### src/rtl/burst_pkg.sv
package burst_pkg;
  localparam int unsigned STEP_W = 2;

  typedef enum logic {
    ORDER_LINEAR = 1'b0,
    ORDER_XOR    = 1'b1
  } burst_order_e;

  typedef logic [STEP_W-1:0] step_t;
endpackage

### src/rtl/burst_step_ctr.sv
module burst_step_ctr
  import burst_pkg::*;
(
  input  logic  clk,
  input  logic  rst_n,
  input  logic  clear,
  input  logic  advance,
  output step_t step
);
  step_t step_q;

  always_ff @(posedge clk) begin
    if (!rst_n)       step_q <= '0;
    else if (clear)   step_q <= '0;
    else if (advance) step_q <= step_q + step_t'(1);
  end

  assign step = step_q;

  // position wraps from the top back to zero
  p_step_wrap_r9: assert property (@(posedge clk) disable iff (!rst_n)
    (!clear && advance && step_q == '1) |=> (step_q == '0));

  // clear wins over advance
  p_clear_wins_r8: assert property (@(posedge clk) disable iff (!rst_n)
    (clear && advance) |=> (step_q == '0));
endmodule

### src/rtl/burst_base_reg.sv
module burst_base_reg
  import burst_pkg::*;
#(
  parameter int unsigned ADDR_W = 17
) (
  input  logic                     clk,
  input  logic                     rst_n,
  input  logic                     load,
  input  logic [ADDR_W-1:0]        load_addr,
  input  logic                     mode_in,
  output logic [ADDR_W-STEP_W-1:0] upper_q,
  output step_t                    base_q,
  output burst_order_e             mode_q
);
  localparam int unsigned UPPER_W = ADDR_W - STEP_W;

  always_ff @(posedge clk) begin
    if (!rst_n) begin
      upper_q <= '0;
      base_q  <= '0;
      mode_q  <= ORDER_LINEAR;
    end else if (load) begin
      upper_q <= load_addr[ADDR_W-1:STEP_W];
      base_q  <= load_addr[STEP_W-1:0];
      mode_q  <= burst_order_e'(mode_in);
    end
  end

  // upper bits fixed between loads
  p_upper_hold_r6: assert property (@(posedge clk) disable iff (!rst_n)
    !load |=> $stable(upper_q));

  // mode only follows the pin on load edges
  p_mode_hold_r10: assert property (@(posedge clk) disable iff (!rst_n)
    !load |=> $stable(mode_q));

  initial begin
    assert (UPPER_W >= 1);
  end
endmodule

### src/rtl/burst_order_map.sv
module burst_order_map
  import burst_pkg::*;
(
  input  step_t        base,
  input  step_t        step,
  input  burst_order_e mode,
  output step_t        low
);
  always_comb begin
    unique case (mode)
      ORDER_XOR: low = base ^ step;
      default:   low = base + step;
    endcase
  end
endmodule

### src/rtl/burst_addr_gen.sv
module burst_addr_gen
  import burst_pkg::*;
#(
  parameter int unsigned ADDR_W = 17
) (
  input  logic              clk,
  input  logic              rst_n,
  input  logic              cpu_strobe_n,
  input  logic              cache_strobe_n,
  input  logic              adv_n,
  input  logic              order_sel,
  input  logic [ADDR_W-1:0] start_addr,
  output logic [ADDR_W-1:0] cur_addr,
  output logic [1:0]        burst_pos
);
  localparam int unsigned UPPER_W = ADDR_W - STEP_W;

  logic               load;
  logic               advance;
  logic [UPPER_W-1:0] upper_q;
  step_t              base_q;
  step_t              step_q;
  step_t              low;
  burst_order_e       mode_q;

  assign load    = !cpu_strobe_n || !cache_strobe_n;
  assign advance = !adv_n;

  burst_base_reg #(.ADDR_W(ADDR_W)) u_base (
    .clk       (clk),
    .rst_n     (rst_n),
    .load      (load),
    .load_addr (start_addr),
    .mode_in   (order_sel),
    .upper_q   (upper_q),
    .base_q    (base_q),
    .mode_q    (mode_q)
  );

  burst_step_ctr u_step (
    .clk     (clk),
    .rst_n   (rst_n),
    .clear   (load),
    .advance (advance),
    .step    (step_q)
  );

  burst_order_map u_map (
    .base (base_q),
    .step (step_q),
    .mode (mode_q),
    .low  (low)
  );

  assign cur_addr  = {upper_q, low};
  assign burst_pos = step_q;

  // either strobe loads the sampled address
  p_load_addr_r2: assert property (@(posedge clk) disable iff (!rst_n)
    !cpu_strobe_n |=> (cur_addr == $past(start_addr) && burst_pos == 2'd0));
  p_load_addr_r3: assert property (@(posedge clk) disable iff (!rst_n)
    !cache_strobe_n |=> (cur_addr == $past(start_addr) && burst_pos == 2'd0));

  // linear step adds one to the low bits
  p_linear_step_r4: assert property (@(posedge clk) disable iff (!rst_n)
    (!load && advance && mode_q == ORDER_LINEAR)
      |=> (cur_addr[1:0] == $past(cur_addr[1:0]) + 2'd1));

  // interleaved low bits track base XOR position
  p_xor_order_r5: assert property (@(posedge clk) disable iff (!rst_n)
    (mode_q == ORDER_XOR) |-> ((cur_addr[1:0] ^ base_q) == burst_pos));

  // idle edges hold the output
  p_hold_r7: assert property (@(posedge clk) disable iff (!rst_n)
    (!load && !advance) |=> ($stable(cur_addr) && $stable(burst_pos)));
endmodule

### config.mk
export PLATFORM = sky130hd
export DESIGN_NAME = burst_addr_gen
export DESIGN_NICKNAME = d
export VERILOG_FILES = /design/src/rtl/burst_pkg.sv /design/src/rtl/burst_step_ctr.sv /design/src/rtl/burst_base_reg.sv /design/src/rtl/burst_order_map.sv /design/src/rtl/burst_addr_gen.sv
export SDC_FILE = /design/constraint.sdc
export NUM_CORES = 1
export LEC_CHECK = 0
export ABC_AREA = 1
export BUFFER_PORTS_ARGS = -buffer_cell sky130_fd_sc_hd__buf_2
export CAP_MARGIN = 15
export CORE_MARGIN = 4
export CORE_UTILIZATION = 43
export DETAILED_ROUTE_END_ITERATION = 16
export PLACE_DENSITY = 0.77
export SYNTH_ARGS = -nofsm -noshare
export SYNTH_HDL_FRONTEND = slang
export SYNTH_SLANG_ARGS = --single-unit
export TNS_END_PERCENT = 10
### constraint.sdc
create_clock -name clk -period 1.1 [get_ports clk]
set_clock_uncertainty 0.05 [all_clocks]
set_input_delay 0.11 -clock clk [delete_from_list [all_inputs] [get_ports clk]]
set_output_delay 0.11 -clock clk [all_outputs]
set_load 0.02 [all_outputs]
Word level (Yosys, flattened, before mapping)
Cells that the tools add are included.
{"block": "word_totals", "ff_bits": 20, "latchBits": 0, "inputBits": 23, "memories": 0, "wordCells": 13, "mem_bits_ro": 0, "ram_bits": 0}
{"block": "classes", "mux": 1, "magnitude_cmp": 0, "div": 0, "n_mul": 0, "bitwise_logic": 2, "n_reduce_logical": 4, "eq_ne": 0, "n_shift": 0, "add_sub_neg": 2}
{"op": "2-bit by 1-bit adder with 2-bit output, second input constant", "n": 1}
{"op": "2-bit adder", "n": 1}
{"op": "1-bit logical NOT", "n": 2}
{"op": "2-bit 2-to-1 mux", "n": 1}
{"op": "2-bit OR reduction", "n": 1}
{"op": "2-bit bitwise XOR", "n": 1}
{"op": "1-bit logical OR", "n": 1}
{"op": "1-bit NOT", "n": 1}

Depth between registers and ports, before layout
{"block": "logic_depth", "depth_word": 3, "mapped_depth": 6}

By module
A second synthesis with hierarchy kept.
{"block": "unflattened", "cells_unflattened": 146, "area_unflattened_um2": 934.6}
{"module": "burst_base_reg", "cells_each": 114, "seq_area_each_um2": 360.3, "area_each_um2": 758.2, "instances": 1}
{"module": "burst_step_ctr", "cells_each": 15, "seq_area_each_um2": 40.0, "area_each_um2": 101.3, "instances": 1}
{"module": "burst_order_map", "cells_each": 15, "seq_area_each_um2": 0.0, "area_each_um2": 67.6, "instances": 1}
{"module": "burst_addr_gen", "cells_each": 2, "seq_area_each_um2": 0.0, "area_each_um2": 7.5, "instances": 1}

Worst setup path after synthesis
Ideal clock, no wire load.
{"block": "synth_path", "kind": "reg-to-output", "from": "register u_step.step_q[0] (netlist: u_step.step[0])", "to": "output port cur_addr[1]", "stages_incl_launch_ff": 7, "arrival_ns": 0.946, "required_time_ns": 0.940, "setup_slack_ns": -0.006, "n_path_buf": 0, "path_cell_list": "dfxtp_1 ha_1 inv_1 nor2_1 nand3_1 nand2_1 inv_1"}
{"block": "synth_between", "elab_chain_len": 2}
{"element": "from (decl)", "line": "burst_step_ctr.sv:10", "rtl": "step_t step_q;"}
{"element": "from (signal assigned)", "line": "burst_step_ctr.sv:15", "rtl": "else if (advance) step_q <= step_q + step_t'(1);"}
{"element": "2-bit adder", "line": "burst_order_map.sv:12", "rtl": "default: low = base + step;"}
{"element": "2-bit 2-to-1 mux", "line": "burst_order_map.sv:10", "rtl": "unique case (mode)"}
{"element": "to (decl)", "line": "burst_addr_gen.sv:13", "rtl": "output logic [ADDR_W-1:0] cur_addr,"}
No other way between the ends.

Worst setup path in the final report
{"block": "layout_path", "from": "register u_base.base_q[0]", "to": "output port cur_addr[1]"}
{"block": "layout_between", "elab_chain_len": 2}
{"element": "from (decl)", "line": "burst_base_reg.sv:12", "rtl": "output step_t base_q,"}
{"element": "from (signal assigned)", "line": "burst_base_reg.sv:24", "rtl": "base_q <= load_addr[STEP_W-1:0];"}
{"element": "2-bit adder", "line": "burst_order_map.sv:12"}
{"element": "2-bit 2-to-1 mux", "line": "burst_order_map.sv:10"}
No other way between the ends.

==> results.toml <==
[hold_path]
hold_path_class = "in -> reg"
min_from = "start_addr[1]"

[power]
power.density_nw_per_um2 = 1230
p_seq_share_pct = 51.8
p_leak_nw = 0.610
switchingPower_mw = 0.419
pwr-share-clk_pct = 27.2
intPower_mw = 1.12
sw_frac_of_total_pct = 27.1
p_comb_share_pct = 21.0
ir_drop_mv = 0.950

[sta]
finalSetupViolCount = 2
hold_viol = 0
finalCriticalPeriod_ns = 1.37
fin_ws_ns = -0.267
finalCritPeriodShare_pct = 124
fin_tns_setup_ns = -0.337
max_slew_margin_pct = 78.6
worstMarginPinSlew_ns = 0.322
drv_slew = 0
max_freq_mhz = 732
rsz0062_at_grt = "true"

[drt]
wl_um = 2070
drc = 0
wl_per_cell_um = 11.0
vias_per_cell = 4.45
drt-pass1-iter-count = 4
drtIter0Drc = 12
via_count = 841
ant_nets = 0

[yosys]
ys_types = 15
synth_warnings = 0
seq_area_frac_synth_pct = 49.6
netlist_instances = 106
synth_seq_cells = 20
synth_area_per_cell_um2 = 7.61
syn_nets = 130
netlist_area_um2 = 807

[setup_path]
crit_type = "reg -> out"
crit_path_end_kind = "primary output"
worstPathArrival_ns = 1.21
r2r_cells = 6
crit_path_start = "u_base.base_q[0]"
worstSetupStartpointType = "flop"
cp.required_ns = 0.94
crit_fanout = 2
setup.worst_path.end = "cur_addr[1]"
r2r-end = "u_step.step[1]"
rrSetupSlack_ns = 0.13
r2r_start = "u_step.step[0]"

[floorplanning]
dieArea_um2 = 2630
core_area_um2 = 1750
io_pins = 42
die_y_um = 51.3
initial_core_util_pct = 46.2
placementRows = 15
fp.dieW_um = 51.3

[clock_network]
cts_made_buffers = 3
clockBufferDepth = 2
clkLatencyLatePin_ns = 0.29
root_buffer = "clkbuf_4"
cts_sinks = 20
htree_levels = 1
cts.clk_slew.worst_paths_ns = 0.11
cts_tree = "yes"

[flow_run]
maxCapViolCount = 0

[place]
port_buffers = 41
dp_hpwl_um = 1310
gp_congestion = 0.670
place_inst = 167

[finish]
mostFrequentLayoutCells = "buf_2 (38), nor2_1 (36), dlygate4sd3_1 (17), dfxtp_1 (17), o21ai_1 (10)"
drive_gt1_share_pct = 36.0
syn_to_final_growth_pct = 55.3
mostFrequentLayoutCell = "buf_2"
fin_nets = 189
instances_no_fill = 189
num_antenna_cells = 0
fin_util_pct = 71.8

[global_route]
grt_pass1_vias = 819
antenna_found_initial = 0
grt_use_total_pct = 16.7
overflow = 0
grt_first_pass_wirelength_um = 3430
grt_max_degree = 21

[status]
outcome = "finished with violations"
violations = "negative setup slack"
==> per-stage QoR <==
step	instance area, um2	power (mW)	setup WS, ns	hold slack, ns
after floorplan	808	0.983	0.0790	0.195
after global placement	1000	1.07	0.0695	0.281
after detailed placement	1000	1.07	0.0230	0.289
after CTS	1220	1.53	-0.293	0.0113
after global routing	1250	1.62	-0.371	0.0344
final	1250	1.54	-0.267	0.0140
==> layer usage <==
metal	up-vias	wire length, um	global-route usage [%]
met5	-	0	0
met4	0	6	3.93
li1	449	-	-
met3	2	111	3.50
met2	25	1090	32.8
met1	365	867	18.0
==> worst min path at each step <==
stage                               endpoint  slack [ns]  cells after the start
after floorplan             u_base.base_q[0]        0.19                      2
after global placement    u_base.upper_q[12]        0.28                      3
after detailed placement  u_base.upper_q[11]        0.29                      3
after CTS                   u_base.base_q[1]        0.01                      3
after global routing        u_base.base_q[1]        0.03                      3
final                       u_base.base_q[1]        0.01                      3
==> cell usage after synthesis (all sizes together) <==
master | count | area share, %
nor2 | 40 | 19
dfxtp | 20 | 50
o21ai | 19 | 12
nand2 | 11 | 6.4
inv | 7 | 3.6
buf | 5 | 5.4
nand3 | 3 | 2.5
ha | 1 | 1.6
==> final cells by class <==
type / instances / area (um2)
fillers: 136 / 492
flip-flops and latches: 20 / 404
repair buffers: 59 / 402
multi-input cells: 74 / 352
clock buffers: 4 / 36.3
well taps: 25 / 31.3
inverters: 7 / 28.8
==> cells by family (layout without fill, tap and decap cells) <==
| family | after synthesis | in the layout | share of synthesized area [%] |
|---|---|---|---|
| adder cells (fa/ha/maj) | 1 | 1 | 1.55 |
| buffers and inverters | 12 | 70 | 8.99 |
| AO/OA/AOI/OAI | 19 | 19 | 11.8 |
| AND/OR/NAND/NOR | 54 | 54 | 28.1 |
| flip-flops | 20 | 20 | 49.6 |
==> registers in the layout, indices dropped and copies added (netlist names) <==
register and cells:
u_base.base_q 2, u_base.mode_q 1, u_base.upper_q 15, u_step.step 2
==> critical path, cell delays in order, from the launching register on <==
cell and delay, ns:
dfxtp_2 0.37, ha_4 0.14, inv_2 0.03, nor2_2 0.09
nand3_1 0.07, nand2_1 0.07, inv_1 0.04, buf_6 0.12
==> power by group through the flow <==
stage                     sequential, mW  combinational (mW)  clock [mW]
after floorplan                    0.863               0.119           0
after global placement             0.812               0.255           0
after detailed placement           0.813               0.262           0
after CTS                          0.797               0.311       0.428
after global routing               0.805               0.359       0.457
final                              0.799               0.325       0.420
==> what timing repair did <==
| action | CTS | global route |
|---|---|---|
| hold endpoints to repair | 17 | 0 |
| gates cloned | 0 | 0 |
| gates resized for setup | 1 | 12 |
| pin swaps | 0 | 4 |
| setup buffers | 1 | 0 |
| hold buffers | 17 | 0 |
| endpoints found under the setup margin | 2 | 4 |
(Power assumes the default switching activity.)
